**config.mk**
```make
export PLATFORM = sky130hd
export DESIGN_NAME = flow_policer
export DESIGN_NICKNAME = d
export VERILOG_FILES = /design/src/rtl/policer_pkg.sv /design/src/rtl/policer_tick_gen.sv /design/src/rtl/policer_refill_q.sv /design/src/rtl/policer_credit.sv /design/src/rtl/flow_policer.sv
export SDC_FILE = /design/constraint.sdc
export NUM_CORES = 1
export LEC_CHECK = 0
export ABC_AREA = 0
export CAP_MARGIN = 20
export CORE_AREA = 8 8 321 167
export CTS_CLUSTER_SIZE = 8
export DETAILED_ROUTE_END_ITERATION = 7
export DIE_AREA = 0 0 329 175
export GPL_TIMING_DRIVEN = 0
export HOLD_SLACK_MARGIN = 0.02
export PLACE_DENSITY = 0.53
export SYNTH_ARGS = -nofsm -noshare
export SYNTH_HDL_FRONTEND = slang
export SYNTH_SLANG_ARGS = --single-unit
```
**constraint.sdc**
```tcl
create_clock -name clk -period 10.77 [get_ports clk]
set_input_delay 2.154 -clock clk [delete_from_list [all_inputs] [get_ports clk]]
set_output_delay 2.154 -clock clk [all_outputs]
set_load 0.01 [all_outputs]
```
**src/rtl/policer_pkg.sv**
```systemverilog
package policer_pkg;

  typedef enum logic {
    POL_BUCKET = 1'b0,
    POL_WINDOW = 1'b1
  } pol_mode_e;

  function automatic int unsigned ptr_bits(input int unsigned depth);
    return (depth > 1) ? $clog2(depth) : 1;
  endfunction

endpackage

```
**src/rtl/policer_tick_gen.sv**
```systemverilog
module policer_tick_gen #(
  parameter int unsigned PER_W = 16
) (
  input  logic             clk,
  input  logic             rst_n,
  input  logic [PER_W-1:0] period_i,
  output logic             tick_o
);

  logic [PER_W-1:0] phase_q;
  logic [PER_W-1:0] phase_d;
  logic [PER_W-1:0] last_phase;

  always_comb begin
    last_phase = (period_i == '0) ? '0 : period_i - PER_W'(1);
    tick_o     = (phase_q >= last_phase);
    phase_d    = tick_o ? '0 : phase_q + PER_W'(1);
  end

  always_ff @(posedge clk or negedge rst_n) begin
    if (!rst_n) begin
      phase_q <= '0;
    end else begin
      phase_q <= phase_d;
    end
  end

endmodule

```
**src/rtl/policer_refill_q.sv**
```systemverilog
module policer_refill_q #(
  parameter int unsigned DEPTH = 4,
  parameter int unsigned TS_W  = 32
) (
  input  logic            clk,
  input  logic            rst_n,
  input  logic            push_i,
  input  logic [TS_W-1:0] delay_i,
  output logic            expire_o,
  output logic            full_o
);

  localparam int unsigned PTR_W = policer_pkg::ptr_bits(DEPTH);
  localparam int unsigned CNT_W = $clog2(DEPTH + 1);
  localparam logic [PTR_W-1:0] LAST_PTR = PTR_W'(DEPTH - 1);

  logic [TS_W-1:0]  slot_q [DEPTH];
  logic [TS_W-1:0]  now_q;
  logic [TS_W-1:0]  now_d;
  logic [PTR_W-1:0] wr_q, wr_d, rd_q, rd_d;
  logic [CNT_W-1:0] fill_q, fill_d;
  logic [TS_W-1:0]  head_ts;
  logic [TS_W-1:0]  age;
  logic             empty;
  logic             do_push;
  logic             do_pop;

  always_comb begin
    empty    = (fill_q == '0);
    full_o   = (fill_q == CNT_W'(DEPTH));
    head_ts  = slot_q[rd_q];
    age      = now_q - head_ts;
    expire_o = !empty && !age[TS_W-1];
    do_push  = push_i && !full_o;
    do_pop   = expire_o;
    now_d    = now_q + TS_W'(1);
    wr_d     = wr_q;
    rd_d     = rd_q;
    fill_d   = fill_q;
    if (do_push) begin
      wr_d = (wr_q == LAST_PTR) ? '0 : wr_q + PTR_W'(1);
    end
    if (do_pop) begin
      rd_d = (rd_q == LAST_PTR) ? '0 : rd_q + PTR_W'(1);
    end
    case ({do_push, do_pop})
      2'b10:   fill_d = fill_q + CNT_W'(1);
      2'b01:   fill_d = fill_q - CNT_W'(1);
      default: fill_d = fill_q;
    endcase
  end

  always_ff @(posedge clk or negedge rst_n) begin
    if (!rst_n) begin
      now_q  <= '0;
      wr_q   <= '0;
      rd_q   <= '0;
      fill_q <= '0;
    end else begin
      now_q  <= now_d;
      wr_q   <= wr_d;
      rd_q   <= rd_d;
      fill_q <= fill_d;
    end
  end

  for (genvar g = 0; g < DEPTH; g++) begin : g_slot
    logic slot_en;
    assign slot_en = do_push && (wr_q == PTR_W'(g));
    always_ff @(posedge clk) begin
      if (slot_en) begin
        slot_q[g] <= now_q + delay_i;
      end
    end
  end

endmodule

```
**src/rtl/policer_credit.sv**
```systemverilog
module policer_credit #(
  parameter int unsigned CNT_W = 8
) (
  input  logic             clk,
  input  logic             rst_n,
  input  logic [CNT_W-1:0] burst_i,
  input  logic             inc_i,
  input  logic             arrive_i,
  output logic             admit_o,
  output logic             reject_o,
  output logic [CNT_W-1:0] credit_o,
  output logic             primed_o
);

  logic [CNT_W-1:0] credit_q, credit_d;
  logic             primed_q;
  logic             admit_q, admit_d;
  logic             reject_q, reject_d;
  logic [CNT_W-1:0] base;
  logic [CNT_W-1:0] grown;
  logic             take;

  always_comb begin
    base     = primed_q ? credit_q : burst_i;
    grown    = (inc_i && (base < burst_i)) ? base + CNT_W'(1) : base;
    take     = arrive_i && (grown != '0);
    credit_d = take ? grown - CNT_W'(1) : grown;
    admit_d  = take;
    reject_d = arrive_i && !take;
  end

  always_ff @(posedge clk or negedge rst_n) begin
    if (!rst_n) begin
      credit_q <= '0;
      primed_q <= 1'b0;
      admit_q  <= 1'b0;
      reject_q <= 1'b0;
    end else begin
      credit_q <= credit_d;
      primed_q <= 1'b1;
      admit_q  <= admit_d;
      reject_q <= reject_d;
    end
  end

  assign admit_o  = admit_q;
  assign reject_o = reject_q;
  assign credit_o = credit_q;
  assign primed_o = primed_q;

endmodule

```
**src/rtl/flow_policer.sv**
```systemverilog
module flow_policer #(
  parameter int unsigned CNT_W = 8,
  parameter int unsigned PER_W = 16,
  parameter int unsigned DEPTH = 4,
  parameter int unsigned TS_W  = 32
) (
  input  logic             clk,
  input  logic             rst_n,
  input  logic             mode_i,
  input  logic [PER_W-1:0] period_i,
  input  logic [CNT_W-1:0] burst_i,
  input  logic             arrive_i,
  input  logic             tx_done_i,
  output logic             admit_o,
  output logic             reject_o,
  output logic             tx_stall_o
);

  import policer_pkg::*;

  pol_mode_e        mode;
  logic             tick;
  logic             expire;
  logic             q_full;
  logic             push;
  logic             inc_any;
  logic [PER_W-1:0] period_eff;
  logic [TS_W-1:0]  delay;
  logic [CNT_W-1:0] credit_w;
  logic             primed_w;

  always_comb begin
    mode       = pol_mode_e'(mode_i);
    period_eff = (period_i == '0) ? PER_W'(1) : period_i;
    delay      = TS_W'(burst_i) * TS_W'(period_eff);
    push       = (mode == POL_WINDOW) && tx_done_i && !q_full;
    inc_any    = (mode == POL_BUCKET) ? tick : expire;
    tx_stall_o = (mode == POL_WINDOW) && q_full;
  end

  policer_tick_gen #(.PER_W(PER_W)) u_tick (
    .clk      (clk),
    .rst_n    (rst_n),
    .period_i (period_i),
    .tick_o   (tick)
  );

  policer_refill_q #(.DEPTH(DEPTH), .TS_W(TS_W)) u_refill (
    .clk      (clk),
    .rst_n    (rst_n),
    .push_i   (push),
    .delay_i  (delay),
    .expire_o (expire),
    .full_o   (q_full)
  );

  policer_credit #(.CNT_W(CNT_W)) u_credit (
    .clk      (clk),
    .rst_n    (rst_n),
    .burst_i  (burst_i),
    .inc_i    (inc_any),
    .arrive_i (arrive_i),
    .admit_o  (admit_o),
    .reject_o (reject_o),
    .credit_o (credit_w),
    .primed_o (primed_w)
  );

endmodule

```
; ---- After elaboration in Yosys (flattened, before gate mapping)
; Memory sizes are Yosys's and may differ from the RTL's.
; Index checks and enable logic that the tools add are counted.
[word_totals]
elab_cells = 82
ramBits = 128
mem_count = 1
output_inout_bits = 3
regBits = 66
[mem_list]
columns = name, words, width, read_ports, rd_ports_with_merged_regs, write_ports, line_no
row1 = u_refill.slot_q, 4, 32, 1, 0, 1, policer_refill_q.sv:17  ; logic [TS_W-1:0] slot_q [DEPTH];
[op_classes]
n_eq_ne = 7
magnitude_cmp = 2
n_addsub = 11
n_reduce_logical = 24
muxes = 27
n_mul = 1
[ops]
columns = op, n
row1 = 32-bit two-way mux, 3
row2 = 32-bit OR reduction, 3
row3 = 16-bit two-way mux, 3
row4 = 32-bit by 1-bit adder with 32-bit output (second input constant), 1
row5 = 32-bit by 24-bit adder with 32-bit output, 1
row6 = 32-bit subtractor, 1
row7 = 8-bit by 16-bit multiplier with 24-bit output, 1
row8 = 8-bit two-way mux, 3
row9 = 16-bit by 1-bit adder with 16-bit output (second input constant), 1
row10 = 16-bit >= comparator, 1
row11 = 16-bit zero test, 1
row12 = 16-bit by 1-bit subtractor with 16-bit output (second input constant), 1
row13 = 1-bit logical AND, 12
row14 = 1-bit two-way mux, 12
row15 = 2-bit two-way mux, 5
row16 = 8-bit by 1-bit adder with 8-bit output (second input constant), 1
row17 = 2-bit == test (second input constant), 4
row18 = 8-bit less-than comparator, 1
row19 = 8-bit nonzero test, 1
row20 = 8-bit by 1-bit subtractor with 8-bit output (second input constant), 1
row21 = 3-bit case mux with 2 select lines, 1
row22 = 2-bit by 1-bit adder with 2-bit output (second input constant), 2
row23 = 2-bit by 1-bit == test with 1-bit output (second input constant), 2
row24 = 1-bit zero test, 4
row25 = other kinds (6), 6

; ---- Logic depth before layout (Yosys ltp)
; Gate-level depths: netlist (run 1).
[depth]
ltp_word = 11
mapped_depth = 28
depth_no_buf = 27

; ---- Cells and area by module
; Synthesis (run 1) repeated with hierarchy kept, for this count alone.
[hier_totals]
cells_unflattened = 1437
area_unflattened_um2 = 15536.2
[modules_own_cells]
columns = module, n_inst, seq_area_each_um2, area_each_um2, cells_per_inst
row1 = policer_refill_q, 1, 4819.6, 8808.4, 661
row2 = flow_policer, 1, 0.0, 4120.2, 485
row3 = policer_tick_gen, 1, 400.4, 1516.5, 174
row4 = policer_credit, 1, 275.3, 1091.0, 117

; ---- Worst setup path after synthesis (run 1)
; No wires, ideal clock.
[synth_timing]
kind = input to register
from = input period_i[5]
to = memory u_refill.slot_q[0][28], data pin
n_path_buf = 2
t_required_ps = 10495
cell_stages = 21
arrival_time_ps = 8309
setup_ps = 275
path_slack_ps = 2186
cell_sequence = clkbuf_1 > or4_1 > nor4_1 > nand3_1 > clkbuf_1 > and3_1 > fa_1 > fa_1 > inv_1 > fa_1 > fa_1 > inv_1 > ha_1 > a2111oi_0 > nor4b_1 > o21a_1 > a31o_2 > o41ai_1 > o211ai_1 > nand4_1 > xnor2_1
[synth_via]
elab_chain_len = 7
[synth_rtl]
columns = item, line_no
row1 = "start, declared", flow_policer.sv:10  ; input logic [PER_W-1:0] period_i,
row2 = 16-bit zero test, flow_policer.sv:34  ; period_eff = (period_i == '0) ? PER_W'(1) : period_i;
row3 = 16-bit two-way mux *, flow_policer.sv:34
row4 = 8-bit by 16-bit multiplier with 24-bit output *, flow_policer.sv:35  ; delay = TS_W'(burst_i) * TS_W'(period_eff);
row5 = 32-bit by 24-bit adder with 32-bit output *, policer_refill_q.sv:72  ; slot_q[g] <= now_q + delay_i;
row6 = 32-bit two-way mux (no source line) (2 in a row), n/a
row7 = 32-bit two-way mux (no source line) *, n/a
row8 = "end, declared", policer_refill_q.sv:17
; Mark *: on every way between the ends. The rest lies on a longest branch, timed or not.

; ---- Worst setup path after layout (run 1)
[layout_timing]
from = input period_i[1]
to = memory u_refill.slot_q[0][28], data pin
; The elaborated chain is that of the path after synthesis.

==> results of run 1 <==
## registers in the layout, summed over array words and instances (netlist names)
signal and cells:
u_refill.slot_q 128, u_credit.primed_o 1, u_refill.fill_q 3, u_refill.wr_q 2, u_refill.now_q 32, u_credit.admit_o 1
u_tick.phase_q 16, u_credit.credit_o 8, u_credit.reject_o 1, u_refill.rd_q 2
## path summary, 6_finish.rpt
kind	start	endpoint	slack, ns	cells past startpoint
setup / recovery	period_i[1]	u_refill.slot_q[0][28]	0.66	26
hold / removal	u_refill.fill_q[2]	u_refill.fill_q[2]	0.51	1
setup reg to reg	u_refill.now_q[4]	u_refill.slot_q[0][28]	3.96	19
hold reg to reg	u_refill.fill_q[2]	u_refill.fill_q[2]	0.51	1
max in group asynchronous	rst_n	u_refill.now_q[13]	8.52	2
min in group asynchronous	rst_n	u_refill.now_q[3]	1.65	1
## Yosys cell counts, types with 15 or more instances
| master | count | area share [%] |
|---|---|---|
| nand2_1 | 111 | 2.9 |
| dfrtp_1 | 66 | 11 |
| and2_1 | 79 | 3.4 |
| ha_1 | 114 | 9.8 |
| nor3_1 | 20 | 0.69 |
| xor2_1 | 27 | 1.6 |
| clkbuf_1 | 36 | 0.93 |
| edfxtp_1 | 128 | 26 |
| xnor2_1 | 64 | 3.8 |
| a21oi_1 | 37 | 1.3 |
| mux4_2 | 32 | 4.9 |
| nand3_1 | 37 | 1.3 |
| fa_1 | 107 | 15 |
| o21ai_0 | 17 | 0.58 |
| inv_1 | 227 | 5.8 |
| nand4_1 | 15 | 0.64 |
| and3_1 | 17 | 0.73 |
| a21o_1 | 19 | 0.98 |
| nor2_1 | 73 | 1.9 |
## metal layers
layer	wire (um)	global-route usage, %	vias to the layer above
met3	2600	3.57	22
met2	13000	15.6	249
met1	20500	21.9	4834
met5	0	0	-
li1	-	-	4567
met4	278	2.63	0
## report_power, final
group / switching (mW) / total (mW) / internal, mW
clock network: 0.319 / 0.670 / 0.351
registers: 0.0558 / 1.16 / 1.10
logic: 1.02 / 1.72 / 0.697
total: 1.40 / 3.54 / 2.15
## cell families after synthesis
group | count (synthesis)
AND/OR/NAND/NOR | 399
buffers and inverters | 266
adder cells (fa/ha/maj) | 221
flip-flops | 194
AO/OA/AOI/OAI | 119
XOR/XNOR | 91
multiplexers | 47
other | 1
## area by class of cell
type | count | share of cell area, %
Timing Repair Buffer | 36 | 2.66
Multi-Input combinational cell | 878 | 49.1
Clock inverter | 14 | 1.03
Buffer | 39 | 0.936
Clock buffer | 18 | 2.61
Tap cell | 660 | 5.02
Inverter | 227 | 5.18
Sequential cell | 194 | 33.4
## through the flow
step / instance area, um^2 / worst slack (ns) / utilization (%) / hold WS [ns] / cells
floorplan: 14600 / 2.19 / - / 0.474 / 1338
global placement: 15700 / -0.166 / 31.8 / 0.500 / 2025
detailed placement: 15800 / -0.152 / 32.1 / 0.504 / 2032
CTS: 16400 / 0.351 / 33.3 / 0.515 / 2064
global route: 16400 / 0.403 / 33.4 / 0.525 / 2066
finish: 16400 / 0.662 / 33.4 / 0.514 / 2066
==> flow_summary.ini, run 1 <==
[status]
status = finished, final reports clean

[floorplanning]
design.core.area_mm2 = 0.0493
ios = 32
rows = 58
initial_core_util_pct = 29.6
fp.dieH_um = 175
die-area_mm2 = 0.0576
die_w_um = 329

[placement]
hpwl_um = 29600
port_buffers = 27
gp_congestion = 0.841

[routing]
remaining_drc_errors = 0
drt-vias-per-instance = 4.68
via_count = 9672
wire_per_inst_um = 17.6
drt_pass1_iterations = 5
drt_iter0_drc = 850
ant_nets = 0
wl_um = 36400

[critical_path]
slowest_stage = a2111oi_0
critical_path.endpoint_type = flop
cp_top_family = adder cells
crit_type = input port to flop
worstPathRequired_ns = 11.00
path_max_fanout = 10
cp.arrival_ns = 10.34
crit_path_start_kind = input port
critPathBufInv = 9
crit_top_cell = inv_1
cp_slowest_stage_delay_ns = 0.98

[power_and_ir_drop]
power.leakage_nw = 7.16
peakVddDrop_mv = 0.112
powerDensity_mw_per_mm2 = 215
power.total_mw = 3.54

[yosys]
avgSynthCellArea_um2 = 10.9
synth_fa_ha_area_share_pct = 24.5
ys_ff_latch = 194
syn-num-nets = 1588
synth_top_family_by_area = adder cells
synth_mux_area_share_pct = 6.06
synth_edf_count = 128
syn-cell-area_mm2 = 0.0146
netlist_instances = 1338
ys_types = 59
synthFlopType = edfxtp_1
synth_xor_area_share_pct = 5.47
async_reset_ff_share_pct = 34.0
synth-simple-area-share_pct = 14.0
yosysWarnings = 0
synth_compound_area_share_pct = 5.39
synth.yosys.seq_area_share_pct = 37.7

[timing]
hold_violations = 0
fin_crit_sh_pct = 93.8
fmax_ghz = 0.0989
slew_violations = 0
slew_headroom_pct = 21.5
tightest_slew_ns = 1.15
period_needed_ns = 10.11
setup_viol = 0
clock_skew_ns = 0.0145
rsz0062_at_grt = false
tns_ns = 0

[cells_and_area]
mostFrequentLayoutCell = inv_1
layout_common_cells = 227 x inv_1, 128 x edfxtp_1, 114 x ha_1
drive_above_1_share_pct = 6.83
areaGrowthSynthToFinish_pct = 12.8
seqCellArea_mm2 = 0.00550
antenna_cells = 0
nNetsFinal = 1643
fillCellCount = 4978
multiInputGateArea_mm2 = 0.00808

[clock_network]
cts_setup_buffers = 0
path_clk_slew_ns = 0.08
cts_tree = built
insertion_delay_ns = 0.47
clkSinkCount = 194
cts_buffers = 17
ctsHoldBuffers = 0
cts_max_path_buffers = 2
htree_levels = 4
cts_resized = 0
cts-root-buf = clkbuf_16

[global_routing]
antenna_found_initial = 1
grt_pass1_wl_um = 57600
grt_max_degree = 37
track_usage_pct = 13.0
grt-ovfl-total = 0
grt_pass1_vias = 9682

[flow_run]
cap_viol_max_count = 0

[hold_path]
hp-class = flop to flop
No activity file was read; power rests on OpenSTA's default activity.
==> inputs of run 2 (changes only) <==
--- a/config.mk
+++ b/config.mk
@@ -6,7 +6,7 @@
 export NUM_CORES = 1
 export LEC_CHECK = 0
 export ABC_AREA = 0
-export CAP_MARGIN = 20
+export CAP_MARGIN = 15
 export CORE_AREA = 8 8 321 167
 export CTS_CLUSTER_SIZE = 8
 export DETAILED_ROUTE_END_ITERATION = 7
==> flow_summary.ini, run 2 (same netlist as run 1, synthesis figures left out) <==
[timing]
tightest_slew_ns = 1.14
rsz0062_at_grt = false
period_needed_ns = 10.28
clock_skew_ns = 0.00737
slew_violations = 0
hold_violations = 0
setup_viol = 0
fmax_ghz = 0.0973
fin_crit_sh_pct = 95.4
slew_headroom_pct = 22.0
setup_ws_ns = 0.490

[clock_network]
cts_setup_buffers = 0
cts_tree = built
cts_resized = 0
cts_max_path_buffers = 2
htree_levels = 4
cts_buffers = 17
ctsHoldBuffers = 0
clkSinkCount = 194
cts-root-buf = clkbuf_16
path_clk_slew_ns = 0.08
insertion_delay_ns = 0.46

[cells_and_area]
fin_cells = 2068
reg_top3 = u_refill.slot_q: 128 flops, u_refill.now_q: 32 flops, u_tick.phase_q: 16 flops
layout_common_cells = 227 x inv_1, 128 x edfxtp_1, 114 x ha_1
drive_above_1_share_pct = 6.90
mostFrequentLayoutCell = inv_1
areaGrowthSynthToFinish_pct = 12.8
largest_reg_flops = 128
nNetsFinal = 1643
largest-register = u_refill.slot_q

[power_and_ir_drop]
power.total_mw = 3.53
power.leakage_nw = 7.17
powerDensity_mw_per_mm2 = 215
peakVddDrop_mv = 0.109

[hold_path]
hp-class = flop to flop

[critical_path]
slowest_stage = a2111oi_0
path_max_fanout = 10
crit_path_start_kind = input port
cp_slowest_stage_delay_ns = 0.99
critPathBufInv = 8
cp_top_family = adder cells
critical_path.endpoint_type = flop
worstPathRequired_ns = 11.00
cp.arrival_ns = 10.51
crit_type = input port to flop

[placement]
gp_congestion = 0.841
dp.cells = 2031
port_buffers = 27
hpwl_um = 29600
post-place-ws_ns = -0.175

[floorplanning]
rows = 58
initial_core_util_pct = 29.6
die-area_mm2 = 0.0576
die_w_um = 329
design.core.area_mm2 = 0.0493
ios = 32
fp.dieH_um = 175

[routing]
drt_pass1_iterations = 5
wire_per_inst_um = 17.6
ant_nets = 0
wl_um = 36300
drt_iter0_drc = 683
remaining_drc_errors = 0
via_count = 9664
drt-vias-per-instance = 4.67

[global_routing]
grt-ovfl-total = 0
grt_max_degree = 37
grt_pass1_vias = 9682
grtUsageMet1_pct = 22.3
top_usage_layer = met1
track_usage_pct = 13.0
grt_pass1_wl_um = 57800
antenna_found_initial = 2
gr-usage-met3_pct = 3.13
grt_util_met2_pct = 15.8

[flow_run]
cap_viol_max_count = 0

[status]
status = finished, final reports clean
==> run 2: final cells by class <==
cell class | instances | area [um^2]
Clock inverter | 14 | 164
Buffer | 39 | 154
Tap cell | 660 | 826
Fill cell | 4934 | 32800
Clock buffer | 18 | 439
Antenna cell | 2 | 5.00
Sequential cell | 194 | 5500
Multi-Input combinational cell | 878 | 8080
Timing Repair Buffer | 36 | 425
Inverter | 227 | 852
==> run 2: stage by stage <==
step,hold slack (ns),utilization [%],area (um^2),setup TNS (ns)
detailed placement,0.507,32.1,15800,-1.38
global placement,0.500,31.8,15700,-1.37
global route,0.543,33.4,16400,0
floorplan,0.474,-,14600,0
CTS,0.522,33.3,16400,0
finish,0.522,33.4,16400,0
==> run 2: final timing paths <==
| check | start | end | slack [ns] | cells past startpoint |
|---|---|---|---|---|
| setup / recovery | period_i[1] | u_refill.slot_q[0][28] | 0.49 | 25 |
| hold / removal | u_refill.fill_q[2] | u_refill.fill_q[2] | 0.52 | 1 |
| setup reg to reg | u_refill.now_q[4] | u_refill.slot_q[0][28] | 3.96 | 19 |
| hold reg to reg | u_refill.fill_q[2] | u_refill.fill_q[2] | 0.52 | 1 |
| max in group asynchronous | rst_n | u_refill.now_q[16] | 8.52 | 2 |
| min in group asynchronous | rst_n | u_refill.now_q[3] | 1.66 | 1 |
==> run 2: metal layers <==
layer	vias up	wire length [um]
met2	241	13000
met5	-	126
li1	4572	-
met4	2	191
met1	4826	20400
met3	23	2600
==> run 2: power by group <==
part           internal (mW)  leakage [nW]  switching (mW)  total, mW
clock                  0.338         0.298           0.324      0.663
sequential              1.10          2.03          0.0556       1.16
combinational          0.692          4.84            1.02       1.71
